### config.mk
export PLATFORM = sky130hd
export DESIGN_NAME = ptick_timer
export DESIGN_NICKNAME = d
export VERILOG_FILES = /design/src/rtl/ptick_pkg.sv /design/src/rtl/ptick_prescaler.sv /design/src/rtl/ptick_regs.sv /design/src/rtl/ptick_downcount.sv /design/src/rtl/ptick_timer.sv
export SDC_FILE = /design/constraint.sdc
export NUM_CORES = 1
export LEC_CHECK = 0
export BUFFER_PORTS_ARGS = -buffer_cell sky130_fd_sc_hd__clkbuf_2
export CORE_ASPECT_RATIO = 1.25
export CORE_MARGIN = 2
export CORE_UTILIZATION = 45
export DETAILED_ROUTE_END_ITERATION = 7
export SYNTH_ARGS = -nofsm -noshare
export SYNTH_HDL_FRONTEND = slang
export SYNTH_SLANG_ARGS = --single-unit
### constraint.sdc
create_clock -name clk -period 2.6 [get_ports clk]
set_clock_uncertainty 0.1 [all_clocks]
set_input_delay 0.52 -clock clk [delete_from_list [all_inputs] [get_ports clk]]
set_output_delay 0.52 -clock clk [all_outputs]
set_load 0.1 [all_outputs]
### src/rtl/ptick_pkg.sv
package ptick_pkg;

  typedef enum logic [1:0] {
    REG_CTRL   = 2'd0,
    REG_RELOAD = 2'd1,
    REG_STATUS = 2'd2,
    REG_COUNT  = 2'd3
  } ptick_reg_e;

  localparam int unsigned SEL_W        = 4;
  localparam int unsigned SEL_LSB      = 4;
  localparam int unsigned TEN_BIT      = 8;
  localparam int unsigned STAT_BIT     = 0;
  localparam int unsigned RELOAD_FLOOR = 2;

endpackage

### src/rtl/ptick_prescaler.sv
module ptick_prescaler
  import ptick_pkg::*;
#(
  parameter int unsigned PRESC_W = 15
) (
  input  logic             clk,
  input  logic             rst_n,
  input  logic             rtc_en,
  input  logic             ref_stb,
  input  logic [SEL_W-1:0] sel_i,
  output logic             tick_o
);

  logic [PRESC_W-1:0] presc_q;
  logic [PRESC_W-1:0] presc_d;
  logic               presc_en;
  logic [PRESC_W-1:0] mask;

  // Low sel_i bits of the mask are ones: terminal count every 2^sel strobes.
  for (genvar g = 0; g < PRESC_W; g++) begin : g_mask
    assign mask[g] = (32'(g) < 32'(sel_i));
  end

  always_comb begin
    presc_en = !rtc_en || ref_stb;
    presc_d  = presc_q;
    if (!rtc_en) begin
      presc_d = '0;
    end else if (ref_stb) begin
      presc_d = presc_q + 1'b1;
    end
  end

  always_ff @(posedge clk or negedge rst_n) begin
    if (!rst_n) begin
      presc_q <= '0;
    end else if (presc_en) begin
      presc_q <= presc_d;
    end
  end

  assign tick_o = rtc_en && ref_stb && ((presc_q & mask) == mask);

  assert_presc_clear_R10: assert property (@(posedge clk) disable iff (!rst_n)
    !rtc_en |=> (presc_q == '0));

  assert_presc_step_R2: assert property (@(posedge clk) disable iff (!rst_n)
    (rtc_en && ref_stb) |=> (presc_q == PRESC_W'($past(presc_q) + 1'b1)));

  assert_presc_idle_R2: assert property (@(posedge clk) disable iff (!rst_n)
    (rtc_en && !ref_stb) |=> $stable(presc_q));

endmodule

### src/rtl/ptick_regs.sv
module ptick_regs
  import ptick_pkg::*;
#(
  parameter int unsigned DATA_W = 16,
  parameter int unsigned CNT_W  = 16
) (
  input  logic              clk,
  input  logic              rst_n,
  input  logic              rtc_en,
  input  logic              wr_en,
  input  logic [1:0]        addr,
  input  logic [DATA_W-1:0] wdata,
  input  logic              expire_i,
  output logic [SEL_W-1:0]  sel_o,
  output logic [CNT_W-1:0]  reload_o,
  output logic              status_o,
  output logic              start_o,
  output logic              stop_o,
  output logic [DATA_W-1:0] ctrl_rd_o
);

  logic             wr_ctrl, wr_reload, wr_stat;
  logic             ten_q, ten_d;
  logic [SEL_W-1:0] sel_q, sel_d;
  logic [CNT_W-1:0] reload_q, reload_d;
  logic             reload_en;
  logic             status_q, status_d;
  logic             new_ten;

  always_comb begin
    wr_ctrl   = wr_en && (addr == REG_CTRL);
    wr_reload = wr_en && (addr == REG_RELOAD);
    wr_stat   = wr_en && (addr == REG_STATUS);
    new_ten   = wdata[TEN_BIT];

    ten_d = wr_ctrl ? new_ten : ten_q;
    sel_d = wr_ctrl ? wdata[SEL_LSB +: SEL_W] : sel_q;

    reload_en = wr_reload && (wdata[CNT_W-1:0] > CNT_W'(RELOAD_FLOOR));
    reload_d  = wdata[CNT_W-1:0];

    if (expire_i) begin
      status_d = 1'b1;
    end else if (wr_stat && wdata[STAT_BIT]) begin
      status_d = 1'b0;
    end else begin
      status_d = status_q;
    end

    start_o = wr_ctrl && new_ten && !ten_q && rtc_en && (reload_q != '0);
    stop_o  = wr_ctrl && !new_ten && ten_q && rtc_en;
  end

  always_ff @(posedge clk or negedge rst_n) begin
    if (!rst_n) begin
      ten_q <= 1'b0;
      sel_q <= '0;
    end else if (wr_ctrl) begin
      ten_q <= ten_d;
      sel_q <= sel_d;
    end
  end

  always_ff @(posedge clk or negedge rst_n) begin
    if (!rst_n) begin
      reload_q <= '0;
    end else if (reload_en) begin
      reload_q <= reload_d;
    end
  end

  always_ff @(posedge clk or negedge rst_n) begin
    if (!rst_n) begin
      status_q <= 1'b0;
    end else begin
      status_q <= status_d;
    end
  end

  always_comb begin
    ctrl_rd_o                     = '0;
    ctrl_rd_o[TEN_BIT]            = ten_q;
    ctrl_rd_o[SEL_LSB +: SEL_W]   = sel_q;
  end

  assign sel_o    = sel_q;
  assign reload_o = reload_q;
  assign status_o = status_q;

  assert_reload_floor_R3: assert property (@(posedge clk) disable iff (!rst_n)
    (reload_q != '0) |-> (reload_q > CNT_W'(RELOAD_FLOOR)));

  assert_small_reload_kept_R3: assert property (@(posedge clk) disable iff (!rst_n)
    (wr_reload && (wdata <= DATA_W'(RELOAD_FLOOR))) |=> $stable(reload_q));

  assert_w1c_clears_R7: assert property (@(posedge clk) disable iff (!rst_n)
    (wr_stat && wdata[STAT_BIT] && !expire_i) |=> !status_q);

  assert_w0_keeps_R7: assert property (@(posedge clk) disable iff (!rst_n)
    (wr_stat && !wdata[STAT_BIT] && status_q) |=> status_q);

  assert_expiry_wins_R8: assert property (@(posedge clk) disable iff (!rst_n)
    expire_i |=> status_q);

endmodule

### src/rtl/ptick_downcount.sv
module ptick_downcount #(
  parameter int unsigned CNT_W = 16
) (
  input  logic             clk,
  input  logic             rst_n,
  input  logic             rtc_en,
  input  logic             tick_i,
  input  logic             start_i,
  input  logic             stop_i,
  input  logic [CNT_W-1:0] reload_i,
  output logic [CNT_W-1:0] cnt_o,
  output logic             expire_o
);

  logic [CNT_W-1:0] cnt_q, cnt_d;
  logic             cnt_en;
  logic             run_q, run_d;
  logic             step;
  logic             at_one;

  always_comb begin
    step     = run_q && tick_i;
    at_one   = (cnt_q == CNT_W'(1));
    expire_o = step && at_one;

    cnt_en = start_i || step;
    if (start_i || at_one) begin
      cnt_d = reload_i;
    end else begin
      cnt_d = cnt_q - 1'b1;
    end

    if (!rtc_en) begin
      run_d = 1'b0;
    end else if (start_i) begin
      run_d = 1'b1;
    end else if (stop_i) begin
      run_d = 1'b0;
    end else begin
      run_d = run_q;
    end
  end

  always_ff @(posedge clk or negedge rst_n) begin
    if (!rst_n) begin
      cnt_q <= '0;
    end else if (cnt_en) begin
      cnt_q <= cnt_d;
    end
  end

  always_ff @(posedge clk or negedge rst_n) begin
    if (!rst_n) begin
      run_q <= 1'b0;
    end else begin
      run_q <= run_d;
    end
  end

  assign cnt_o = cnt_q;

  assert_start_loads_R4: assert property (@(posedge clk) disable iff (!rst_n)
    start_i |=> (run_q && (cnt_q == $past(reload_i))));

  assert_expire_reloads_R5: assert property (@(posedge clk) disable iff (!rst_n)
    expire_o |=> (cnt_q == $past(reload_i)));

  assert_running_nonzero_R5: assert property (@(posedge clk) disable iff (!rst_n)
    run_q |-> (cnt_q != '0));

  assert_hold_stopped_R9: assert property (@(posedge clk) disable iff (!rst_n)
    (!run_q && !start_i) |=> $stable(cnt_q));

  assert_stop_halts_R9: assert property (@(posedge clk) disable iff (!rst_n)
    (stop_i && !start_i) |=> !run_q);

  assert_global_off_R10: assert property (@(posedge clk) disable iff (!rst_n)
    !rtc_en |=> !run_q);

endmodule

### src/rtl/ptick_timer.sv
module ptick_timer
  import ptick_pkg::*;
#(
  parameter int unsigned DATA_W  = 16,
  parameter int unsigned CNT_W   = 16,
  parameter int unsigned PRESC_W = 15
) (
  input  logic              clk,
  input  logic              rst_n,
  input  logic              rtc_en,
  input  logic              ref_stb,
  input  logic              wr_en,
  input  logic [1:0]        addr,
  input  logic [DATA_W-1:0] wdata,
  output logic [DATA_W-1:0] rdata,
  output logic              tick_irq,
  output logic              tick_status
);

  logic [SEL_W-1:0]  sel;
  logic [CNT_W-1:0]  reload;
  logic [CNT_W-1:0]  cnt;
  logic [DATA_W-1:0] ctrl_rd;
  logic              status;
  logic              start, stop, tick, expire;

  ptick_prescaler #(.PRESC_W(PRESC_W)) u_presc (
    .clk     (clk),
    .rst_n   (rst_n),
    .rtc_en  (rtc_en),
    .ref_stb (ref_stb),
    .sel_i   (sel),
    .tick_o  (tick)
  );

  ptick_regs #(.DATA_W(DATA_W), .CNT_W(CNT_W)) u_regs (
    .clk       (clk),
    .rst_n     (rst_n),
    .rtc_en    (rtc_en),
    .wr_en     (wr_en),
    .addr      (addr),
    .wdata     (wdata),
    .expire_i  (expire),
    .sel_o     (sel),
    .reload_o  (reload),
    .status_o  (status),
    .start_o   (start),
    .stop_o    (stop),
    .ctrl_rd_o (ctrl_rd)
  );

  ptick_downcount #(.CNT_W(CNT_W)) u_cnt (
    .clk      (clk),
    .rst_n    (rst_n),
    .rtc_en   (rtc_en),
    .tick_i   (tick),
    .start_i  (start),
    .stop_i   (stop),
    .reload_i (reload),
    .cnt_o    (cnt),
    .expire_o (expire)
  );

  always_comb begin
    unique case (addr)
      REG_CTRL:   rdata = ctrl_rd;
      REG_RELOAD: rdata = DATA_W'(reload);
      REG_STATUS: rdata = DATA_W'(status);
      default:    rdata = DATA_W'(cnt);
    endcase
  end

  assign tick_irq    = status;
  assign tick_status = status;

  assert_irq_follows_R6: assert property (@(posedge clk) disable iff (!rst_n)
    expire |=> tick_irq);

endmodule

==> impl_metrics.ini, run 1 <==
[clocking]
postCtsSetupBuffers = 0
cts_resized = 0
cts_tree = built
ctsHoldBuffers = 0
htreeDepth = 2
clock_sinks = 54
cts_root_buf = clkbuf_8
clockBufferDepth = 2
clk_latency_ps = 310
cts_buffers = 5
clk_pin_slew_ps = 110

[power]
p_total_uw = 2620
p_per_area_nw_per_um2 = 624
p_leak_uw = 0.00183
ir_worst_vdd_uv = 330

[timing]
max_freq_mhz = 410
finalHoldViolCount = 0
drv_slew = 0
worst_slack_ps = 164
period_share_pct = 93.7
rsz0062_at_grt = no
slew_headroom_pct = 64.2
tns_ps = 0
fin_crit_ps = 2440
worstMarginPinSlew_ps = 540
setup_viol = 0

[synth]
synth_area_leaders = dfrtp_1, mux2_2, mux2i_1
synth_top_flop_cell = dfrtp_1
synth_cells = 357
syn_area_um2 = 3360
synth_nets = 383
async_flop_share_pct = 100
ys_types = 62
ys_warn_count = 0
synth_edf_count = 0
seq_area_frac_synth_pct = 40.2
avgSynthCellArea_um2 = 9.41
synth_top_cell_by_area = dfrtp_1
synth_top_area_share_pct = 40.2
synth_seq_cells = 54

[placed_design]
gp_congestion = 0.878
dpl_cell_area_um2 = 4100
hpwlAfterDp_mm = 6.90
numPortBuffers = 40
dp_worst_setup_slack_ps = 212

[worst_setup_path]
reg2reg_from = u_cnt.cnt_o[11]
crit_required_ps = 2700
path_class = reg2reg
critPathMaxFanout = 9
cp-startpoint = u_cnt.cnt_o[11]
ff2ff_path_depth = 6
startpoint_type = flop
endpoint_kind = flop
critPathArrivalTime_ps = 2540

[die]
rows = 35
initial_core_util_pct = 45.9
dieArea_um2 = 8180
die_y_um = 101
ios = 41
core_um2 = 7310
die-width_um = 81.3

[final_layout]
syn2layout_area_growth_pct = 25.0
num_antenna_cells = 0
layout-drive-gt1-share_pct = 28.6
nNetsFinal = 437
fin_area_um2 = 4200

[global_route]
groute.usage.overall_pct = 24.1
grt_pass1_wl_mm = 15.1
grt_pass1_vias = 2972
grt_max_degree = 30
antenna_found_initial = 0
gr-total-overflow = 0

[detailed_routing]
drc_errors = 0
ant_nets = 0
vias = 2969
drt_iter0_drc = 163
drt_wl_total_mm = 9.00
firstDrtPassIters = 5
viasPerCell = 5.89
routedWlPerCell_um = 17.9

[run]
drv_cap = 0

[worst_hold_path]
hold_class = in2async

[outcome]
status = completed
==> registers in the layout, indices dropped and copies added, names as in the netlist <==
register / count
u_regs.status_o: 1
u_cnt.run_q: 1
u_cnt.cnt_o: 16
u_presc.presc_q: 15
u_regs.reload_o: 16
u_regs.sel_o: 4
u_regs.ten_q: 1
==> synth_stat cells (all sizes together), types with 2 or more instances <==
library cell and n:
nand3 20, xor2 6, mux2i 19, dfrtp 54
nor4 10, and3 7, nand2b 4, a41oi 2
a221o 2, ha 3, nand2 35, o2111ai 2
xnor2 8, mux2 19, nand4 6, nor3 11
a221oi 3, a21boi 3, o21ai 21, a211o 3
o311ai 3, inv 8, clkbuf 8, o211a 2
a22oi 2, nor3b 2, nor2 20, and2 14
o211ai 4, or2 2, nor2b 13, or3 2
a21oi 12, buf 11
==> cells in the final DEF, fill, tap and decap left out, drive strengths merged, types with 4 or more instances in the layout <==
cell	netlist	final
and3	7	7
nand2	35	35
nor3	11	11
nand3	20	20
o21ai	21	21
inv	8	9
and2	14	14
xnor2	8	8
o211ai	4	4
nor2b	13	13
nor4	10	10
mux2i	19	19
mux2	19	19
buf	11	42
a21oi	12	12
dfrtp	54	54
clkbuf	8	30
nor2	20	20
nand4	6	6
nand2b	4	4
xor2	6	6
==> power by group <==
group          switching, uW  total (uW)  internal (uW)
Sequential               182        1140            960
Combinational            564         966            402
Clock                    294         514            220
Total                   1040        2620           1580
==> critical path, cell delays in order (launching register included) <==
cell	delay, ps
dfrtp_1	450
nor4_2	400
nand4_1	230
or2_1	400
and3_1	250
a22o_1	190
a221o_1	310
==> per-stage QoR <==
step                      util (%)  instances  hold slack, ps
after floorplan                  -        357             124
after global placement        56.0        496             407
after detailed placement      56.0        496             410
after CTS                     57.4        504            66.1
after global routing          57.4        504            81.7
final                         57.4        504            54.4
==> cell families after synthesis <==
kind of cell,share of synthesized area [%]
multiplexers,12.0
AO/OA/AOI/OAI,15.7
adder cells (fa/ha/maj),1.12
XOR/XNOR,3.65
AND/OR/NAND/NOR,23.4
flip-flops,40.2
buffers and inverters,3.91
==> per-layer routing <==
layer	global-route usage, %	up-vias	wire, um
li1	-	1417	-
met1	31.9	1477	3720
met2	41.4	66	4850
met3	2.69	9	314
met4	6.13	0	110
met5	0	-	0
==> path summary, 6_finish.rpt <==
| check | slack [ps] | endpoint |
|---|---|---|
| setup / recovery | 160 | u_cnt.cnt_o[15] |
| hold / removal | 50 | u_cnt.cnt_o[1] |
| setup reg to reg | 160 | u_cnt.cnt_o[15] |
| hold reg to reg | 480 | u_cnt.cnt_o[6] |
| max in group asynchronous | 1810 | u_regs.reload_o[15] |
| min in group clk | 340 | u_regs.reload_o[2] |
==> layout make-up <==
| cell class | count | area, um2 |
|---|---|---|
| clock buffer | 6 | 82.6 |
| tap | 92 | 115 |
| sequential | 54 | 1350 |
| inverter | 8 | 30.0 |
| multi-input combinational | 276 | 1960 |
| timing repair buffer | 66 | 648 |
| fill | 661 | 3110 |
| clock inverter | 2 | 16.3 |
Power figures use the tool's default switching activity.
==> run 2, diff against run 1 <==
- CORE_ASPECT_RATIO: 1.25 -> 1.1
- CORE_MARGIN: 2 -> default
- CTS_CLUSTER_SIZE: default -> 14
==> impl_metrics.ini, run 2 (synthesis results as in run 1) <==
[global_route]
antenna_found_initial = 0
grt_max_degree = 25
gr-total-overflow = 0
grt_pass1_vias = 2996
grt_pass1_wl_mm = 15.3
groute.usage.overall_pct = 25.2

[timing]
period_share_pct = 94.6
setup_viol = 0
drv_slew = 0
fin_crit_ps = 2460
slew_headroom_pct = 62.9
finalHoldViolCount = 0
holdWs_ps = 26.1
rsz0062_at_grt = no
max_freq_mhz = 407
tns_ps = 0
worstMarginPinSlew_ps = 555

[detailed_routing]
firstDrtPassIters = 4
drt_iter0_drc = 321
routedWlPerCell_um = 18.3
top_layer_used = met4
vias = 2986
wl_met3_um = 310
drc_errors = 0
ant_nets = 0
met2_length_mm = 4.58
viasPerCell = 5.97
drt_wl_total_mm = 9.13
wl_met1_mm = 4.08

[worst_setup_path]
endpoint_kind = flop
critPathArrivalTime_ps = 2560
critical_path.top_delay_family = simple AND/OR/NAND/NOR gates
critPathMaxFanout = 9
critPathBufInv = 0
slowest_delay_ps = 460
crit_required_ps = 2700
path_cells = nor4_2 -> nand4_1 -> or2_1 -> and3_1 -> a22o_1 -> a221o_1
reg2reg_to = u_cnt.cnt_o[15]
startpoint_type = flop
path_class = reg2reg
r2r_slack_ps = 140
ff2ff_path_depth = 6
critPathSlowestCell = dfrtp_1
reg2reg_from = u_cnt.cnt_o[11]

[clocking]
cts_root_buf = clkbuf_8
cts_tree = built
htreeDepth = 2
ctsHoldBuffers = 0
cts_buffers = 5
clockBufferDepth = 2
clk_latency_ps = 310
clk_pin_slew_ps = 110
postCtsSetupBuffers = 0
clock_sinks = 54

[die]
rows = 32
die-width_um = 84.4
dieArea_um2 = 7820
initial_core_util_pct = 47.1
core_um2 = 7130
ios = 41
die_y_um = 92.6

[final_layout]
multi_input_area_um2 = 1960
post-route-util_pct = 59.1
fin_cells = 500
layout_commonest_cell = dfrtp_1
layout_common_cells = dfrtp_1, nand2_1, buf_4, clkbuf_2
layout-drive-gt1-share_pct = 29.2
n_fill_cell = 640
syn2layout_area_growth_pct = 25.4
nNetsFinal = 440
num_antenna_cells = 0
seqCellArea_um2 = 1350

[placed_design]
gp_congestion = 0.880
placed_cells = 492
hpwlAfterDp_mm = 6.85
numPortBuffers = 40

[outcome]
status = completed

[power]
ir_worst_vdd_uv = 365
p_leak_uw = 0.00184
p_per_area_nw_per_um2 = 625

[run]
drv_cap = 0

[worst_hold_path]
hold_class = in2async
run 2: cell types whose count changed in the layout (fill, tap and decap cells not counted):
cell / before / now
clkbuf_8: 6 / 5
nor4_2: 1 / 2
clkinv_4: 0 / 1
nor2_1: 19 / 20
buf_4: 25 / 28
nor4_1: 9 / 8
nor2_2: 1 / 0
run 2: cell type report:
class / count / area share [%]
tap: 85 / 2.52
clock inverter: 3 / 0.594
sequential: 54 / 32.1
timing repair buffer: 69 / 15.9
multi-input combinational: 276 / 46.5
inverter: 8 / 0.713
clock buffer: 5 / 1.63
run 2: worst max path at each step:
stage | endpoint | cells past startpoint | from
floorplan | rdata[4] | 4 | addr[0]
global placement | u_cnt.cnt_o[15] | 6 | u_cnt.cnt_o[11]
detailed placement | u_cnt.cnt_o[15] | 6 | u_cnt.cnt_o[11]
CTS | u_cnt.cnt_o[15] | 6 | u_cnt.cnt_o[11]
global route | u_cnt.cnt_o[15] | 6 | u_cnt.cnt_o[11]
finish | u_cnt.cnt_o[15] | 6 | u_cnt.cnt_o[11]
run 2: per-stage QoR:
stage / power (uW) / worst slack (ps) / cell area (um2)
6_report: 2630 / 142 / 4210
2_1_floorplan: 1760 / -54.2 / 3440
5_1_grt: 2770 / 23.7 / 4210
3_5_place_dp: 2150 / 174 / 4110
4_1_cts: 2650 / 160 / 4210
3_3_place_gp: 2130 / 207 / 4110
run 2: power breakdown:
part | internal, uW | switching, uW
registers | 960 | 171
logic | 413 | 589
clock network | 195 | 306
total | 1570 | 1070
run 2: what timing repair did:
action / CTS / global route
setup endpoints to repair: 0 / 2
gates resized for setup: 0 / 1
endpoints found under the hold margin: 0 / 0
run 2: worst reg2reg max path, stage by stage (launching register included):
cell and delay (ps):
dfrtp_1 460, nor4_2 390, nand4_1 220, or2_1 420
and3_1 260, a22o_1 190, a221o_1 310
run 2: per-layer routing:
layer | global-route usage (%) | up-vias
li1 | - | 1419
met1 | 33.7 | 1491
met2 | 42.6 | 63
met3 | 3.03 | 13
met4 | 8.62 | 0
met5 | 0 | -
==> run 3, diff against run 2 <==
- clock period: 2.6 -> 2.47 ns (I/O delays scaled with it)
==> impl_metrics.ini, run 3 (synthesis results as in run 1) <==
[power]
p_per_area_nw_per_um2 = 669
p_sw_share_pct = 38.7
power_frac_comb_pct = 37.7
cellInternalPower_uw = 1770
power.switching_uw = 1120
p_clk_share_pct = 21.3
p_leak_uw = 0.00190
seqPwrFrac_pct = 41.0
ir_worst_vdd_uv = 379

[final_layout]
num_antenna_cells = 0
syn2layout_area_growth_pct = 28.2
layout-drive-gt1-share_pct = 30.1
nNetsFinal = 447
fin_area_um2 = 4310
fin_cells = 507
post-route-util_pct = 60.4
layout_commonest_cell = dfrtp_1
layout_common_cells = dfrtp_1, nand2_1, buf_4, clkbuf_2
n_fill_cell = 627

[clocking]
postCtsSetupBuffers = 0
clockBufferDepth = 2
ctsHoldBuffers = 0
cts_root_buf = clkbuf_8
clk_latency_ps = 310
cts_tree = built
cts_resized = 0
htreeDepth = 2
cts_buffers = 5
clk_pin_slew_ps = 100
clock_sinks = 54

[run]
drv_cap = 0

[global_route]
grt_max_degree = 28
gr-total-overflow = 0
grt_pass1_vias = 2910
groute.usage.overall_pct = 24.6
grt_pass1_wl_mm = 14.9
antenna_found_initial = 0

[detailed_routing]
drc_errors = 2
ant_nets = 0
vias = 2999
routedWlPerCell_um = 18.1
drt_iter0_drc = 263
drt_wl_total_mm = 9.15
viasPerCell = 5.92
firstDrtPassIters = 7

[placed_design]
dpl_cell_area_um2 = 4190
numPortBuffers = 40
gp_congestion = 0.891
placed_cells = 499
hpwlAfterDp_mm = 6.89

[die]
initial_core_util_pct = 47.1
core_um2 = 7130
dieArea_um2 = 7820
die_y_um = 92.6
ios = 41
rows = 32
die-width_um = 84.4

[timing]
rsz0062_at_grt = no
setup_viol = 0
max_freq_mhz = 428
holdWs_ps = 116
worstMarginPinSlew_ps = 722
fin_crit_ps = 2330
finalHoldViolCount = 0
period_share_pct = 94.5
slew_headroom_pct = 51.9
drv_slew = 0
tns_ps = 0

[outcome]
violations = design-rule violations
status = complete, but fails checks

[worst_setup_path]
startpoint_type = flop
critPathBufInv = 1
critPathMaxFanout = 20
slowest_delay_ps = 490
critical_path.top_delay_family = simple AND/OR/NAND/NOR gates
critPathArrivalTime_ps = 2480
crit_required_ps = 2620
critPathSlowestCell = or4_1
path_class = reg2reg
endpoint_kind = flop
path_cells = nor3_2 -> a21oi_1 -> a2111oi_4 -> o2111ai_2 -> buf_12 -> or4_1 -> nand4_1

[worst_hold_path]
hold_class = in2async
[run 3: worst paths after layout]
check,start,end,slack (ps),cells past startpoint
setup / recovery,u_regs.sel_o[3],u_cnt.cnt_o[7],140,7
hold / removal,rst_n,u_cnt.cnt_o[3],120,1
setup reg to reg,u_regs.sel_o[3],u_cnt.cnt_o[7],140,7
hold reg to reg,u_regs.status_o,u_regs.status_o,450,2
max in group asynchronous,rst_n,u_regs.sel_o[1],1500,2
min in group clk,wdata[2],u_regs.reload_o[2],310,3
[run 3: final cells by class]
type / instances / area [um2] / area share, %
Inverter: 8 / 30.0 / 0.697
Sequential cell: 54 / 1350 / 31.4
Clock buffer: 6 / 72.6 / 1.69
Clock inverter: 2 / 37.5 / 0.872
Timing Repair Buffer: 76 / 723 / 16.8
Tap cell: 85 / 106 / 2.47
Multi-Input combinational cell: 276 / 1990 / 46.1
[run 3: power by group through the flow]
stage / Combinational (uW) / Sequential (uW) / Clock (uW)
floorplan: 710 / 1150 / 0
global placement: 1080 / 1190 / 0
detailed placement: 1090 / 1200 / 0
CTS: 1090 / 1180 / 621
global route: 1160 / 1200 / 653
finish: 1090 / 1180 / 614
[run 3: layer usage]
metal  wire (um)  GRT usage (%)
met5           0              0
met4         167           6.78
met3         397           3.57
met2        4570           42.4
met1        4020           32.3
[run 3: per-stage QoR]
step           setup WS [ps]  total power, uW
2_1_floorplan           -132             1860
3_3_place_gp             206             2270
3_5_place_dp             140             2280
4_1_cts                  126             2890
5_1_grt                0.768             3010
6_report                 136             2880
